--- config.mk ---
export PLATFORM = sky130hd
export DESIGN_NAME = quad_mixer
export DESIGN_NICKNAME = d
export VERILOG_FILES = /design/src/rtl/qm_pkg.sv /design/src/rtl/qm_rom_seq.sv /design/src/rtl/qm_serial_loader.sv /design/src/rtl/qm_mult_round.sv /design/src/rtl/quad_mixer.sv
export SDC_FILE = /design/constraint.sdc
export NUM_CORES = 1
export LEC_CHECK = 0
export BUFFER_PORTS_ARGS = -buffer_cell sky130_fd_sc_hd__buf_2
export CELL_PAD_IN_SITES_DETAIL_PLACEMENT = 1
export CELL_PAD_IN_SITES_GLOBAL_PLACEMENT = 2
export CORE_MARGIN = 2
export CORE_UTILIZATION = 38
export DETAILED_ROUTE_END_ITERATION = 8
export GPL_TIMING_DRIVEN = 0
export PLACE_DENSITY = 0.79
export SETUP_SLACK_MARGIN = 0.15
export SLEW_MARGIN = 40
export SYNTH_ARGS = -nofsm -noshare
export SYNTH_HDL_FRONTEND = slang
export SYNTH_SLANG_ARGS = --single-unit
--- constraint.sdc ---
create_clock -name clk -period 9.45 [get_ports clk]
set_input_delay 0.4725 -clock clk [delete_from_list [all_inputs] [get_ports clk]]
set_output_delay 0.4725 -clock clk [all_outputs]
set_load 0.05 [all_outputs]
--- src/rtl/qm_pkg.sv ---
package qm_pkg;

   typedef enum logic {
      SRC_ROM = 1'b0,
      SRC_EXT = 1'b1
   } mix_src_e;

   typedef logic [1:0] qm_phase_t;

   // sign of a quarter-rate sine at entry p: 0, +1, 0, -1
   function automatic logic signed [1:0] qm_sine_sign(input qm_phase_t p);
      case (p)
         2'd1:    return 2'sb01;
         2'd3:    return 2'sb11;
         default: return 2'sb00;
      endcase
   endfunction

endpackage

--- src/rtl/qm_rom_seq.sv ---
module qm_rom_seq
   import qm_pkg::*;
#(
   parameter int MIX_W = 16
) (
   input  logic                  clk,
   input  logic                  rst_n,
   input  logic                  src_ext,
   input  logic                  cos_sel,
   input  logic                  adv,
   output qm_phase_t             phase,
   output logic signed [MIX_W:0] rom_fac
);
   localparam logic signed [MIX_W:0] ONE = {2'b01, {(MIX_W-1){1'b0}}};

   logic      src_q;
   qm_phase_t ph_eff;
   qm_phase_t ph_look;

   assign ph_eff  = (src_ext != src_q) ? 2'd0 : phase;
   assign ph_look = ph_eff + {1'b0, cos_sel};

   always_comb begin
      case (qm_sine_sign(ph_look))
         2'sb01:  rom_fac = ONE;
         2'sb11:  rom_fac = -ONE;
         default: rom_fac = '0;
      endcase
   end

   always_ff @(posedge clk or negedge rst_n) begin
      if (!rst_n) begin
         src_q <= 1'b0;
         phase <= 2'd0;
      end else begin
         src_q <= src_ext;
         phase <= adv ? ph_eff + 2'd1 : ph_eff;
      end
   end
endmodule

--- src/rtl/qm_serial_loader.sv ---
module qm_serial_loader #(
   parameter int MIX_W = 16
) (
   input  logic                    clk,
   input  logic                    rst_n,
   input  logic                    ser_d,
   input  logic                    ser_sync,
   output logic signed [MIX_W-1:0] fac
);
   localparam int CNT_W = $clog2(MIX_W + 1);
   localparam logic [CNT_W-1:0] LAST = CNT_W'(MIX_W - 1);

   logic [MIX_W-2:0] sh;
   logic [CNT_W-1:0] cnt;
   logic             busy;

   always_ff @(posedge clk or negedge rst_n) begin
      if (!rst_n) begin
         sh   <= '0;
         cnt  <= '0;
         busy <= 1'b0;
         fac  <= '0;
      end else if (ser_sync) begin
         sh   <= {sh[MIX_W-3:0], ser_d};
         cnt  <= CNT_W'(1);
         busy <= 1'b1;
      end else if (busy) begin
         sh <= {sh[MIX_W-3:0], ser_d};
         if (cnt == LAST) begin
            fac  <= {sh, ser_d};
            busy <= 1'b0;
            cnt  <= '0;
         end else begin
            cnt <= cnt + CNT_W'(1);
         end
      end
   end
endmodule

--- src/rtl/qm_mult_round.sv ---
module qm_mult_round #(
   parameter int DATA_W   = 24,
   parameter int MIX_W    = 16,
   parameter bit ROUND_EN = 1'b1
) (
   input  logic                     clk,
   input  logic                     rst_n,
   input  logic                     in_valid,
   input  logic signed [DATA_W-1:0] in_data,
   input  logic signed [MIX_W:0]    fac,
   output logic                     out_valid,
   output logic signed [DATA_W-1:0] out_data
);
   localparam int PW = DATA_W + MIX_W + 1;
   localparam int SH = MIX_W - 1;
   localparam logic signed [PW-1:0] MAXV = {{(PW-DATA_W+1){1'b0}}, {(DATA_W-1){1'b1}}};
   localparam logic signed [PW-1:0] MINV = {{(PW-DATA_W+1){1'b1}}, {(DATA_W-1){1'b0}}};

   logic signed [PW-1:0]     a_ext, b_ext, prod, biased, scaled;
   logic signed [DATA_W-1:0] clipped;

   assign a_ext = {{(PW-DATA_W){in_data[DATA_W-1]}}, in_data};
   assign b_ext = {{(PW-MIX_W-1){fac[MIX_W]}}, fac};
   assign prod  = a_ext * b_ext;

   generate
      if (ROUND_EN) begin : g_round
         assign biased = prod + (PW'(1) << (SH - 1));
      end else begin : g_trunc
         assign biased = prod;
      end
   endgenerate

   assign scaled = biased >>> SH;

   always_comb begin
      if (scaled > MAXV)      clipped = MAXV[DATA_W-1:0];
      else if (scaled < MINV) clipped = MINV[DATA_W-1:0];
      else                    clipped = scaled[DATA_W-1:0];
   end

   always_ff @(posedge clk or negedge rst_n) begin
      if (!rst_n) begin
         out_valid <= 1'b0;
         out_data  <= '0;
      end else begin
         out_valid <= in_valid;
         if (in_valid) out_data <= clipped;
      end
   end
endmodule

--- src/rtl/quad_mixer.sv ---
module quad_mixer
   import qm_pkg::*;
#(
   parameter int DATA_W   = 24,
   parameter int MIX_W    = 16,
   parameter bit ROUND_EN = 1'b1
) (
   input  logic              clk,
   input  logic              rst_n,
   input  logic              src_ext,
   input  logic              rom_cos,
   input  logic              smp_valid,
   input  logic [DATA_W-1:0] smp_data,
   input  logic              mix_sd,
   input  logic              mix_sync,
   output logic              out_valid,
   output logic [DATA_W-1:0] out_data
);
   generate
      if (DATA_W < 8) begin : g_bad_data_w
         $error("quad_mixer: DATA_W must be at least 8");
      end
      if (MIX_W < 4) begin : g_bad_mix_w
         $error("quad_mixer: MIX_W must be at least 4");
      end
   endgenerate

   mix_src_e                 src_sel;
   qm_phase_t                rom_phase;
   logic signed [MIX_W:0]    rom_fac;
   logic signed [MIX_W-1:0]  ext_fac;
   logic signed [MIX_W:0]    mix_now;
   logic signed [DATA_W-1:0] res;

   assign src_sel = mix_src_e'(src_ext);

   qm_rom_seq #(.MIX_W(MIX_W)) u_rom (
      .clk     (clk),
      .rst_n   (rst_n),
      .src_ext (src_ext),
      .cos_sel (rom_cos),
      .adv     (smp_valid && (src_sel == SRC_ROM)),
      .phase   (rom_phase),
      .rom_fac (rom_fac)
   );

   qm_serial_loader #(.MIX_W(MIX_W)) u_ld (
      .clk      (clk),
      .rst_n    (rst_n),
      .ser_d    (mix_sd),
      .ser_sync (mix_sync),
      .fac      (ext_fac)
   );

   assign mix_now = (src_sel == SRC_EXT) ? {ext_fac[MIX_W-1], ext_fac} : rom_fac;

   qm_mult_round #(.DATA_W(DATA_W), .MIX_W(MIX_W), .ROUND_EN(ROUND_EN)) u_mul (
      .clk       (clk),
      .rst_n     (rst_n),
      .in_valid  (smp_valid),
      .in_data   (smp_data),
      .fac       (mix_now),
      .out_valid (out_valid),
      .out_data  (res)
   );

   assign out_data = res;
endmodule

==> out/metrics.cfg <==
[outcome]
status=finished, final reports clean

[die]
core_area_um2=44400
start_util_pct=38.7
die_h_um=217
die-width_um=217
dieArea_um2=47000
rows=77
boundaryPins=56

[global_route]
grt-ovfl-total=0
grt_pass1_wl_um=88700
grt_max_degree=39
grtUsageTotal_pct=25.2
grt_antenna_before_repair=2
grt_pass1_vias=15028

[sta]
max_slew_margin_pct=42.1
finalSetupViolCount=0
rsz0062_at_grt=no
fin_worst_skew_ns=0.00880
slew_violations=0
timing.fmax_ghz=0.114
period_needed_ns=8.79
hold_viol_final=0
timing.final.crit_share_pct=93.0
worstMarginPinSlew_ns=0.868
setup_slack_ns=0.662
tns_ns=0

[power_and_ir_drop]
total_power_w=0.00131
vdd_drop_max_mv=0.0856
seq_power_share_pct=27.3
switchingPower_w=0.000595
intPower_w=0.000710
leakage_nw=8.85
clockPowerShare_pct=24.4
combPwrFrac_pct=48.3
swShare_pct=45.6
power_density_nw_per_um2=70.4

[routing]
wl_met2_um=27600
drt-total-wl_um=56400
drt_iter0_markers=696
post-route-drc-count=0
wl_met1_um=23100
ant_nets=0
dr.pass1.iters=7
viasPerCell=5.31
top_layer=met4
wl_met3_um=3440
vias=13136
route.detailed.wl_per_inst_um=22.8

[placement]
detailed_place_hpwl_um=47600
portBuffers=55
post-place-cells=2459
pre_cts_ws_ns=0.209
place_congestion=0.926

[setup_path]
worst-path-stages=27
r2r_slack_ns=0.66
crit_type=flop to flop
cp.required_ns=9.64
crit_start=u_ld.fac[4]$_DFFE_PN0P_
crit_arrival_ns=8.98
crit_path_max_incr_delay_ns=0.79
r2r_end=u_mul.out_data[16]$_DFFE_PN0P_
end_kind=flop
endpoint=u_mul.out_data[16]$_DFFE_PN0P_
cpMostUsedCell=fa_1
setup.worst_path.start_class=flop
worstRegToRegCells=27
crit_buf_inv=9
slowest_stage=dfrtp_1
cp_top_family=adder cells
path_max_fanout=10
regToRegStartpoint=u_ld.fac[4]$_DFFE_PN0P_

[logic_synthesis]
synth_edf_count=0
synthTopCellsByArea=fa_1, dfrtp_1, inv_1
synthArstFlopShare_pct=100
synth_common_cells=inv_1, fa_1, nand2_1, and3_1, ha_1
avgSynthCellArea_um2=9.49
ys.flop_type=dfrtp_1
yosysSeqAreaShare_pct=9.46
syn-instance-count=1811
syn-num-nets=2338
synth_most_common_cell=inv_1
yosysWarnings=0
synth.distinct_cells=67
ys_seq_elements=65
synth_top_cell_by_area=fa_1
syn_area_um2=17200
synth_top_area_share_pct=46.7

[cts]
clock_path_buffers=2
clk_pin_slew_worst_paths_ns=0.06
htree_levels=3
post_cts_buffers=0
cts_tree=built
root_buffer=clkbuf_16
worstSkewPairLatency_ns=0.34
cts_made_buffers=9
cts_num_sinks=65

[finish]
area_delta_synth_final_pct=7.81
drive_above_1_share_pct=8.34
fillers=5141
multiInputGateArea_um2=13600
utilization_pct=41.7
nNetsFinal=2405
final_cells=2476
regArea_um2=1630

[min_path]
hold_class=input pin to asynchronous set/reset pin

[job]
max_cap_violations=0

[state kept, by name, summed over array words and instances (netlist names)]
register / cells
u_ld.cnt: 5
u_ld.busy: 1
u_mul.out_valid: 1
u_ld.fac: 16
u_rom.phase: 2
u_mul.out_data: 24
u_rom.src_q: 1
u_ld.sh: 15
[power by group through the flow]
stage / Clock (W) / Sequential [W] / Combinational (W)
floorplan: 0 / 0.000469 / 0.000307
global placement: 0 / 0.000358 / 0.000618
detailed placement: 0 / 0.000361 / 0.000630
CTS: 0.000326 / 0.000357 / 0.000635
global route: 0.000338 / 0.000362 / 0.000684
finish: 0.000319 / 0.000356 / 0.000631
[worst min-delay path by stage]
stage | startpoint | to | slack, ns
after floorplan | rst_n | u_ld.busy$_DFF_PN0_ | 0.18
after global placement | u_ld.fac[15]$_DFFE_PN0P_ | u_ld.fac[15]$_DFFE_PN0P_ | 0.50
after detailed placement | rst_n | u_mul.out_data[19]$_DFFE_PN0P_ | 0.43
after CTS | rst_n | u_mul.out_data[1]$_DFFE_PN0P_ | 0.07
after global routing | rst_n | u_mul.out_data[20]$_DFFE_PN0P_ | 0.08
final | rst_n | u_mul.out_data[20]$_DFFE_PN0P_ | 0.07
[metal layers]
layer  track usage, %  vias up
li1                 -     5663
met1             32.8     6984
met2             42.7      401
met3             3.58       88
met4             9.34        0
met5                0        -
[kinds of logic (layout without fill, tap and decap cells)]
group	Yosys count	count (layout)	synth area share, %
adder cells (fa/ha/maj)	496	496	53.6
flip-flops	65	65	9.46
multiplexers	34	34	2.21
AND/OR/NAND/NOR	548	548	16.1
buffers and inverters	510	582	11.3
XOR/XNOR	30	30	1.53
other	0	1	0
AO/OA/AOI/OAI	128	128	5.74
[placed cells by master, fill, tap and decap left out, types with 3 or more instances in the layout]
| cell type | instances |
|---|---|
| inv_1 | 415 |
| fa_1 | 400 |
| nand2_1 | 205 |
| and3_1 | 164 |
| ha_1 | 95 |
| clkbuf_1 | 82 |
| dfrtp_1 | 65 |
| nor2_1 | 62 |
| buf_2 | 55 |
| mux2_2 | 32 |
| o21ai_0 | 29 |
| and2_1 | 25 |
| a21oi_1 | 22 |
| nand3_1 | 21 |
| xnor2_1 | 21 |
| o22ai_2 | 20 |
| nor3_1 | 12 |
| clkbuf_16 | 9 |
| xor2_1 | 8 |
| nand2b_1 | 7 |
| o21a_1 | 7 |
| a21o_1 | 7 |
| or3_1 | 7 |
| nor2b_1 | 6 |
| and2_0 | 6 |
| clkbuf_2 | 6 |
| or2_2 | 6 |
| nand4_1 | 6 |
| o211ai_1 | 5 |
| o22ai_1 | 5 |
| a211oi_1 | 4 |
| buf_6 | 4 |
| nor4_1 | 3 |
| a211o_1 | 3 |
| or3b_2 | 3 |
| clkinvlp_4 | 3 |
[stage by stage]
step	area [um^2]	hold slack (ns)
2_1_floorplan	17200	0.177
3_3_place_gp	18200	0.498
3_5_place_dp	18200	0.429
4_1_cts	18500	0.0711
5_1_grt	18500	0.0794
6_report	18500	0.0679
[layout make-up]
cell class,instances,share of cell area (%)
multi-input cells,1236,73.5
flip-flops and latches,65,8.78
inverters,416,8.43
well taps,592,4.00
plain buffers,94,2.11
repair buffers,56,1.61
clock buffers,12,1.38
clock inverters,4,0.149
diodes,1,0.0135
[worst reg2reg max path, stage by stage (launching register included)]
cell	delay (ns)
dfrtp_1	0.79
and2_1	0.22
clkbuf_1	0.44
clkbuf_1	0.56
nand2_1	0.16
fa_1	0.52
inv_1	0.05
fa_1	0.53
inv_1	0.05
fa_1	0.50
inv_1	0.05
fa_1	0.52
inv_1	0.06
fa_1	0.49
inv_1	0.06
fa_1	0.49
ha_1	0.30
buf_2	0.17
nand4_1	0.24
a211oi_1	0.27
o21ai_1	0.27
a21oi_2	0.32
o2111ai_1	0.23
a21boi_1	0.26
nor4b_1	0.12
a2111oi_4	0.61
buf_6	0.27
o22ai_1	0.09
[what timing repair did]
item	4_1_cts	5_1_grt
hold buffers	0	0
endpoints found under the setup margin	0	21
gates resized for setup	0	10
hold endpoints to repair	0	0
Note: power is estimated with default switching activity, not from simulation.
